**src/rtl/dlink_rx_pkg.sv**
```systemverilog
package dlink_rx_pkg;

  typedef struct packed {
    logic shiftEn;
    logic loadByte;
    logic clearStat;
  } dl_strobe_t;

  localparam int STAT_W = 2;
  localparam int STAT_READY = 0;
  localparam int STAT_MATCH = 1;

  localparam int ADDR_RX = 0;
  localparam int ADDR_MATCH0 = 1;

endpackage

```
**src/rtl/dlink_rx_ctrl.sv**
```systemverilog
module dlink_rx_ctrl
  import dlink_rx_pkg::*;
#(
  parameter int DATA_W = 8,
  parameter int ADDR_W = 3,
  parameter int STAT_ADDR = 4
) (
  input  logic              clk,
  input  logic              rst,
  input  logic              bitValid,
  input  logic              hostRe,
  input  logic [ADDR_W-1:0] hostAddr,
  output dl_strobe_t        strobes
);

  localparam int CNT_W = (DATA_W > 2) ? $clog2(DATA_W) : 1;
  localparam logic [CNT_W-1:0] LAST_BIT = CNT_W'(DATA_W - 1);

  logic [CNT_W-1:0] bitCnt;
  logic             loadPend;

  // Count accepted bits; flag a byte load for the following edge.
  always_ff @(posedge clk) begin
    if (rst) begin
      bitCnt   <= '0;
      loadPend <= 1'b0;
    end else begin
      loadPend <= bitValid && (bitCnt == LAST_BIT);
      if (bitValid) begin
        bitCnt <= (bitCnt == LAST_BIT) ? '0 : bitCnt + 1'b1;
      end
    end
  end

  always_comb begin
    strobes.shiftEn   = bitValid;
    strobes.loadByte  = loadPend;
    strobes.clearStat = hostRe && (hostAddr == ADDR_W'(STAT_ADDR));
  end

endmodule

```
**src/rtl/dlink_rx_dpath.sv**
```systemverilog
module dlink_rx_dpath
  import dlink_rx_pkg::*;
#(
  parameter int DATA_W = 8,
  parameter int ADDR_W = 3,
  parameter int NUM_MATCH = 2
) (
  input  logic              clk,
  input  logic              rst,
  input  dl_strobe_t        strobes,
  input  logic              bitIn,
  input  logic              hostWe,
  input  logic [ADDR_W-1:0] hostAddr,
  input  logic [DATA_W-1:0] hostWdata,
  output logic [DATA_W-1:0] hostRdata,
  output logic [DATA_W-1:0] rxByte,
  output logic [STAT_W-1:0] statusOut,
  output logic              irqN
);

  localparam int MASK_ADDR = ADDR_MATCH0 + NUM_MATCH;
  localparam int STAT_ADDR = MASK_ADDR + 1;

  logic [DATA_W-1:0]    shiftReg;
  logic [DATA_W-1:0]    matchReg [NUM_MATCH];
  logic [NUM_MATCH-1:0] hitVec;
  logic [STAT_W-1:0]    maskReg;
  logic [STAT_W-1:0]    statReg;
  logic [STAT_W-1:0]    statSet;

  // LSB-first assembly: new bits enter at the top and move down.
  always_ff @(posedge clk) begin
    if (rst) begin
      shiftReg <= '0;
    end else if (strobes.shiftEn) begin
      shiftReg <= {bitIn, shiftReg[DATA_W-1:1]};
    end
  end

  always_ff @(posedge clk) begin
    if (rst) begin
      rxByte <= '0;
    end else if (strobes.loadByte) begin
      rxByte <= shiftReg;
    end
  end

  for (genvar g = 0; g < NUM_MATCH; g++) begin : g_match
    always_ff @(posedge clk) begin
      if (rst) begin
        matchReg[g] <= '0;
      end else if (hostWe && hostAddr == ADDR_W'(ADDR_MATCH0 + g)) begin
        matchReg[g] <= hostWdata;
      end
    end
    assign hitVec[g] = (shiftReg == matchReg[g]);
  end

  always_ff @(posedge clk) begin
    if (rst) begin
      maskReg <= '0;
    end else if (hostWe && hostAddr == ADDR_W'(MASK_ADDR)) begin
      maskReg <= hostWdata[STAT_W-1:0];
    end
  end

  always_comb begin
    statSet = '0;
    statSet[STAT_READY] = strobes.loadByte;
    statSet[STAT_MATCH] = strobes.loadByte && (|hitVec);
  end

  // A fresh set wins over a clearing read in the same cycle.
  always_ff @(posedge clk) begin
    if (rst) begin
      statReg <= '0;
    end else begin
      statReg <= statSet | (strobes.clearStat ? '0 : statReg);
    end
  end

  always_comb begin
    hostRdata = '0;
    if (hostAddr == ADDR_W'(ADDR_RX)) begin
      hostRdata = rxByte;
    end else if (hostAddr == ADDR_W'(MASK_ADDR)) begin
      hostRdata[STAT_W-1:0] = maskReg;
    end else if (hostAddr == ADDR_W'(STAT_ADDR)) begin
      hostRdata[STAT_W-1:0] = statReg;
    end else begin
      for (int i = 0; i < NUM_MATCH; i++) begin
        if (hostAddr == ADDR_W'(ADDR_MATCH0 + i)) begin
          hostRdata = matchReg[i];
        end
      end
    end
  end

  assign statusOut = statReg;
  assign irqN = ~|(statReg & maskReg);

endmodule

```
**src/rtl/dlink_rx_matcher.sv**
```systemverilog
module dlink_rx_matcher
  import dlink_rx_pkg::*;
#(
  parameter int DATA_W = 8,
  parameter int ADDR_W = 3,
  parameter int NUM_MATCH = 2
) (
  input  logic              clk,
  input  logic              rst,
  input  logic              bitValid,
  input  logic              bitIn,
  input  logic              hostWe,
  input  logic              hostRe,
  input  logic [ADDR_W-1:0] hostAddr,
  input  logic [DATA_W-1:0] hostWdata,
  output logic [DATA_W-1:0] hostRdata,
  output logic [DATA_W-1:0] rxByte,
  output logic [1:0]        statusOut,
  output logic              irqN
);

  localparam int STAT_ADDR = ADDR_MATCH0 + NUM_MATCH + 1;

  dl_strobe_t strobes;

  dlink_rx_ctrl #(
    .DATA_W(DATA_W),
    .ADDR_W(ADDR_W),
    .STAT_ADDR(STAT_ADDR)
  ) ctrl (
    .clk(clk),
    .rst(rst),
    .bitValid(bitValid),
    .hostRe(hostRe),
    .hostAddr(hostAddr),
    .strobes(strobes)
  );

  dlink_rx_dpath #(
    .DATA_W(DATA_W),
    .ADDR_W(ADDR_W),
    .NUM_MATCH(NUM_MATCH)
  ) dpath (
    .clk(clk),
    .rst(rst),
    .strobes(strobes),
    .bitIn(bitIn),
    .hostWe(hostWe),
    .hostAddr(hostAddr),
    .hostWdata(hostWdata),
    .hostRdata(hostRdata),
    .rxByte(rxByte),
    .statusOut(statusOut),
    .irqN(irqN)
  );

endmodule

```
**config.mk**
```make
export PLATFORM = sky130hd
export DESIGN_NAME = dlink_rx_matcher
export DESIGN_NICKNAME = d
export VERILOG_FILES = /design/src/rtl/dlink_rx_pkg.sv /design/src/rtl/dlink_rx_ctrl.sv /design/src/rtl/dlink_rx_dpath.sv /design/src/rtl/dlink_rx_matcher.sv
export SDC_FILE = /design/constraint.sdc
export NUM_CORES = 1
export LEC_CHECK = 0
export ABC_AREA = 1
export CELL_PAD_IN_SITES_DETAIL_PLACEMENT = 2
export CELL_PAD_IN_SITES_GLOBAL_PLACEMENT = 2
export CORE_MARGIN = 5
export CORE_UTILIZATION = 31
export CTS_BUF_LIST = sky130_fd_sc_hd__clkbuf_4 sky130_fd_sc_hd__clkbuf_8
export DETAILED_ROUTE_END_ITERATION = 16
export PLACE_DENSITY_LB_ADDON = 0.1
export SLEW_MARGIN = 20
export SYNTH_ARGS = -nofsm -noshare
export SYNTH_HDL_FRONTEND = slang
export SYNTH_HIERARCHICAL = 1
export SYNTH_SLANG_ARGS = --single-unit
export TNS_END_PERCENT = 1
```
**constraint.sdc**
```tcl
create_clock -name clk -period 1.7 [get_ports clk]
set_input_delay 0.34 -clock clk [delete_from_list [all_inputs] [get_ports clk]]
set_output_delay 0.34 -clock clk [all_outputs]
set_load 0.01 [all_outputs]
```
==> After elaboration in Yosys (flattened, before gate mapping) <==
Memories as Yosys holds them, arrays and structs flattened.
Cells that the tools add are included.
{ "classes": {"eq_ne": 7, "add_sub_neg": 1, "n_reduce_logical": 10, "n_bitwise": 4, "muxes": 19} }
{ "op_table": {"columns": ["operator", "n"], "rows": [
  ["8-bit two-way mux", 5],
  ["8-bit equality test", 2],
  ["6-bit two-way mux", 2],
  ["1-bit two-way mux", 8],
  ["3-bit by 2-bit equality test with 1-bit output, second input constant", 2],
  ["3-bit equality test, second input constant", 2],
  ["1-bit logical AND", 6],
  ["2-bit two-way mux", 3],
  ["2-bit OR reduction", 2],
  ["3-bit by 1-bit adder with 3-bit output, second input constant", 1],
  ["3-bit by 1-bit equality test with 1-bit output, second input constant", 1],
  ["3-bit logical NOT", 1],
  ["3-bit two-way mux", 1],
  ["2-bit AND", 1],
  ["1-bit bitwise OR", 2],
  ["2-bit bitwise OR", 1],
  ["1-bit logical NOT", 1]
]} }
{ "totals": {"ramBits": 16, "input_bits": 17, "elab_cells": 48, "n_memories": 1, "out_inout_bits": 19, "ff_bits": 24} }
{ "memory_table": {"columns": ["name", "words", "width", "read_ports", "rd_clocked_by_memory_dff", "wr", "line_no", "source"], "rows": [
  ["dpath.matchReg", 2, 8, 2, 0, 2, "dlink_rx_dpath.sv:25", "logic [DATA_W-1:0] matchReg [NUM_MATCH];"]
]} }

==> Depth between registers and ports, before layout <==
{ "depth": {"depth_word": 6, "depth_mapped": 9, "mapped_depth_nobuf": 9} }

==> By module <==
Netlist, hierarchy kept.
{ "by_module_without_submodules": {"columns": ["mod", "seq_area_each_um2", "cells_per_inst", "n_inst", "area_per_inst_um2"], "rows": [
  ["dlink_rx_dpath", 880.8, 222, 1, 1746.7],
  ["dlink_rx_ctrl", 80.1, 25, 1, 195.2]
]} }

==> Least setup slack after synthesis <==
No wires, ideal clock.
{ "synth_path": {"kind": "in2reg", "from": "input port hostAddr[2]", "to": "memory dpath.matchReg[0][0], enable pin", "path_buffers": 0, "setup_ns": 0.384, "path_slack_ns": 0.132, "t_arrival_ns": 1.184, "t_required_ns": 1.316, "stages": 3, "path_cell_list": "inv_2 -> nand3_2 -> o21ai_0"} }
{ "synth_lines": {"columns": ["item", "line_no", "source"], "rows": [
  ["from (decl)", "dlink_rx_matcher.sv:14", "input logic [ADDR_W-1:0] hostAddr,"],
  ["to (decl)", "dlink_rx_dpath.sv:25", null]
]} }

==> Worst setup path in the final report <==
{ "layout_path": {"from": "input port hostAddr[0]", "to": "output port hostRdata[1]"} }
{ "layout_between": {"elab_chain_len": 6, "elab_cells_between_ends": 10, "classes_between": "eq/ne: 4; mux: 5; reduce/logical: 1"} }
{ "layout_lines": {"columns": ["item", "line_no", "source"], "rows": [
  ["3-bit by 1-bit equality test with 1-bit output", "dlink_rx_dpath.sv:92", "if (hostAddr == ADDR_W'(ADDR_MATCH0 + i)) begin"],
  ["8-bit two-way mux (2 in series)", "dlink_rx_dpath.sv:92", null],
  ["2-bit two-way mux", "dlink_rx_dpath.sv:88", "end else if (hostAddr == ADDR_W'(STAT_ADDR)) begin"],
  ["2-bit two-way mux", "dlink_rx_dpath.sv:86", "end else if (hostAddr == ADDR_W'(MASK_ADDR)) begin"],
  ["8-bit two-way mux (*)", "dlink_rx_dpath.sv:84", "if (hostAddr == ADDR_W'(ADDR_RX)) begin"],
  ["to (decl)", "dlink_rx_matcher.sv:16", "output logic [DATA_W-1:0] hostRdata,"]
]} }
Every way passes the cells marked *; elsewhere a longest branch is shown, timed or not.

==> results.md <==
- Final setup vio count: 0
- Most frequent cells in the layout: nand2_1 (46), nor2_1 (41), inv_1 (31)
- Antenna-violating nets left: 0
- Num CTS Buffers: 5
- Final Routed Wirelength: 5900 um
- Clk sinks: 40
- Top Ports: 36
- Fin crit share: 98.7%
- CTS root buf: clkbuf_8
- Hold Startpoint: dpath/maskReg[0]$_SDFFE_PP0P_
- Synth top area share: 24.7%
- Worst R2R End: dpath/statusOut[1]$_SDFF_PP0_
- Worst setup SP type: input port
- Hold_ws: 0.480 ns
- Sequential area share after synthesis: 49.5%
- CP arrival: 1.34 ns
- Syn Inst Count: 247
- First-pass DRT Iterations: 4
- Lkg Pwr: 1.13 nW
- Sequential Power Share: 50.2%
- CP Class: input port to output pin
- Hold Vio Cnt, Final: 0
- GR Overflow Total: 0
- Die X-Extent: 89.1 um
- CP max FO: 4
- Final Skew: 0.0110 ns
- Synth Net Count: 266
- DIE HEIGHT: 89.1 um
- Ys Warns: 6
- CTS tree: done
- Crit path capture type: output pin
- Antenna violations before repair: 0
- Max-cap check violation count: 0
- Comb power frac: 13.3%
- Crit-path most repeated cell: buf_2
- Total power: 2.17 mW
- Cell variety after synth: 21
- Wirelength per Cell: 15.5 um
- Net Sw Power: 0.551 mW
- First-pass GRT wire length: 9750 um
- Slowest cell on crit path: a211oi_2
- CP bufs+invs: 5
- H-tree depth: 2
- Area leader, netlist: dfxtp_1
- Status: finished clean
- Number of global-route vias before repair: 1959
- Vias per inst: 4.69
- Yosys reg bits: 40
- Non-Filler Instances: 382
- Max_slew headroom: 81.6%
- Avg Cell Area, Syn: 7.86 sq um
- Cell Rows: 28
- Final Critical Period: 1.68 ns
- # DRC: 0
- Reg2reg path depth: 9
- Sw frac: 25.5%
- Required @ worst endpoint: 1.36 ns
- Clk pwr share: 36.5%
- Critical Path, Cell by Cell: buf_2, buf_6, nand3_4, inv_4, buf_4, a211oi_2, o211ai_1, buf_2
- Largest net degree at the start of global routing: 17
- Number of I/O port buffers: 35
- N_diodes: 0
- Least-Margin Pin Slew: 0.275 ns
- Initial DRC count: 60
- Hpwl dp: 4620 um
- Layout cells sized above 1: 18.6%
- Mapped cell area: 1940 sq um
- F_max: 0.596 GHz
- Post-synth EDFFs: 16
- Routability Congestion: 0.782
- Hold depth: 2
- Area Overhead vs Synth: 35.4%
- CTS clock-pin slew for the worst setup and hold paths: 0.08 ns
- Commonest non-fill, non-tap cell in the layout: nand2_1
- Slowest stage delay, CP: 0.20 ns
- Power per Cell Area: 823 nW/um^2
- Core Region: 5990 sq um
- Synth area leaders: dfxtp_1 (25%), edfxtp_1 (25%), nand2_1 (9.1%)
- Initial Util: 32.4%
- Worst R2R Setup Slack: 0.46 ns
- Pint: 1.61 mW
- CP delay by family, top: buffers and inverters
- FFs w/ async S/R, synth: 0%
- RSZ-0062 raised after global routing: yes
- Nets: 325
- Die area: 7950 sq um
- All-Layer GR Usage: 15.9%
- Clock Tree Buf Depth: 2
- Synth Flop Type: dfxtp_1
- Dpl cells: 369
- Maximum VDD drop: 488 uV
- Clk_lat worst skew: 0.30 ns
- Slew Viols, Final: 0
- Routed vias: 1792
- Worst Hold End: dpath/maskReg[0]$_SDFFE_PP0P_
- Hold Crit Class: flop to flop
- R2R Path Start: dpath/matchReg[1][1]$_SDFFCE_PN0P_
[layout make-up]
cell class / instances / area (sq um)
multi-input cells: 165 / 842
clock inverters: 3 / 41.3
well taps: 75 / 93.8
fillers: 667 / 3360
flip-flops and latches: 40 / 961
repair buffers: 58 / 483
inverters: 36 / 140
clock buffers: 5 / 68.8
[Yosys cell counts (2+ instances only)]
master    instances
buf_4             2
ha_1              2
inv_2             3
o22ai_1           2
edfxtp_1         16
o211ai_1          3
nand3_2           2
o21ai_0          22
xnor2_1          11
dfxtp_1          24
a21oi_1          14
buf_2             4
nand3_1          14
nand2_1          47
inv_1            33
nor2_1           43
[logic make-up after synthesis]
kind of cell               after synthesis  synth area share (%)
buffers and inverters                   42                  8.76
xor gates and xnor gates                11                  4.96
and+or+nand+nor                        110                  24.0
adders and majority gates                2                  1.29
DFF                                     40                  49.5
AOI/OAI and AO/OA                       42                  11.5
[sequential cells by signal, summed over array words and instances (netlist names)]
register	count
dpath/rxByte	8
ctrl/loadPend	1
dpath/statusOut	2
dpath/shiftReg	8
dpath/matchReg	16
dpath/maskReg	2
ctrl/bitCnt	3
[worst max-delay path by stage]
stage                                             from                            endpoint  slack, ns  cells after the start
floorplan                                  hostAddr[2]  dpath/matchReg[0][0]$_SDFFCE_PN0P_       0.13                      3
global placement                           hostAddr[2]                        hostRdata[2]      -0.69                      6
detailed placement                         hostAddr[2]                        hostRdata[2]      -0.73                      6
CTS                                        hostAddr[0]                        hostRdata[1]      -0.07                      8
global route        dpath/matchReg[1][1]$_SDFFCE_PN0P_                        hostRdata[1]      -0.04                      5
finish                                     hostAddr[0]                        hostRdata[1]       0.02                      8
[power groups by stage]
| stage | registers [mW] | clock network, mW | logic (mW) |
|---|---|---|---|
| 2_1_floorplan | 1.09 | 0 | 0.146 |
| 3_3_place_gp | 1.11 | 0 | 0.277 |
| 3_5_place_dp | 1.11 | 0 | 0.285 |
| 4_1_cts | 1.09 | 0.815 | 0.287 |
| 5_1_grt | 1.09 | 0.863 | 0.322 |
| 6_report | 1.09 | 0.791 | 0.287 |
[metal layers]
layer	up-vias	track usage [%]	part of all wire [%]
met1	859	21.7	48
met2	24	26.3	48
li1	907	-	-
met4	0	3.25	0.39
met5	-	0	0
met3	2	3.04	3.3
[timing repair]
item | CTS | global route
endpoints found under the setup margin | 17 | 7
setup buffers | 4 | 1
hold buffers | 0 | 0
pin swaps | 2 | 5
resized for setup | 48 | 9
[metrics by stage]
| step | utilization, % | setup slack, ns | cell area [sq um] | setup TNS [ns] |
|---|---|---|---|---|
| finish | 43.9 | 0.0226 | 2630 | 0 |
| global route | 43.9 | -0.0416 | 2630 | -0.0416 |
| CTS | 43.8 | -0.0656 | 2620 | -0.0656 |
| detailed placement | 41.7 | -0.732 | 2500 | -11.23 |
| global placement | 41.7 | -0.689 | 2500 | -10.54 |
| floorplan | - | 0.132 | 1940 | 0 |
[worst register-to-register path, cell delays in order (launching register included)]
cell      delay (ns)
edfxtp_1        0.44
inv_2           0.12
nand2_1         0.06
nand2_1         0.06
nand2_1         0.06
nor2_1          0.10
nand2_1         0.06
nand2_1         0.10
nand2_1         0.06
a21oi_1         0.12
(Power assumes the default switching activity.)
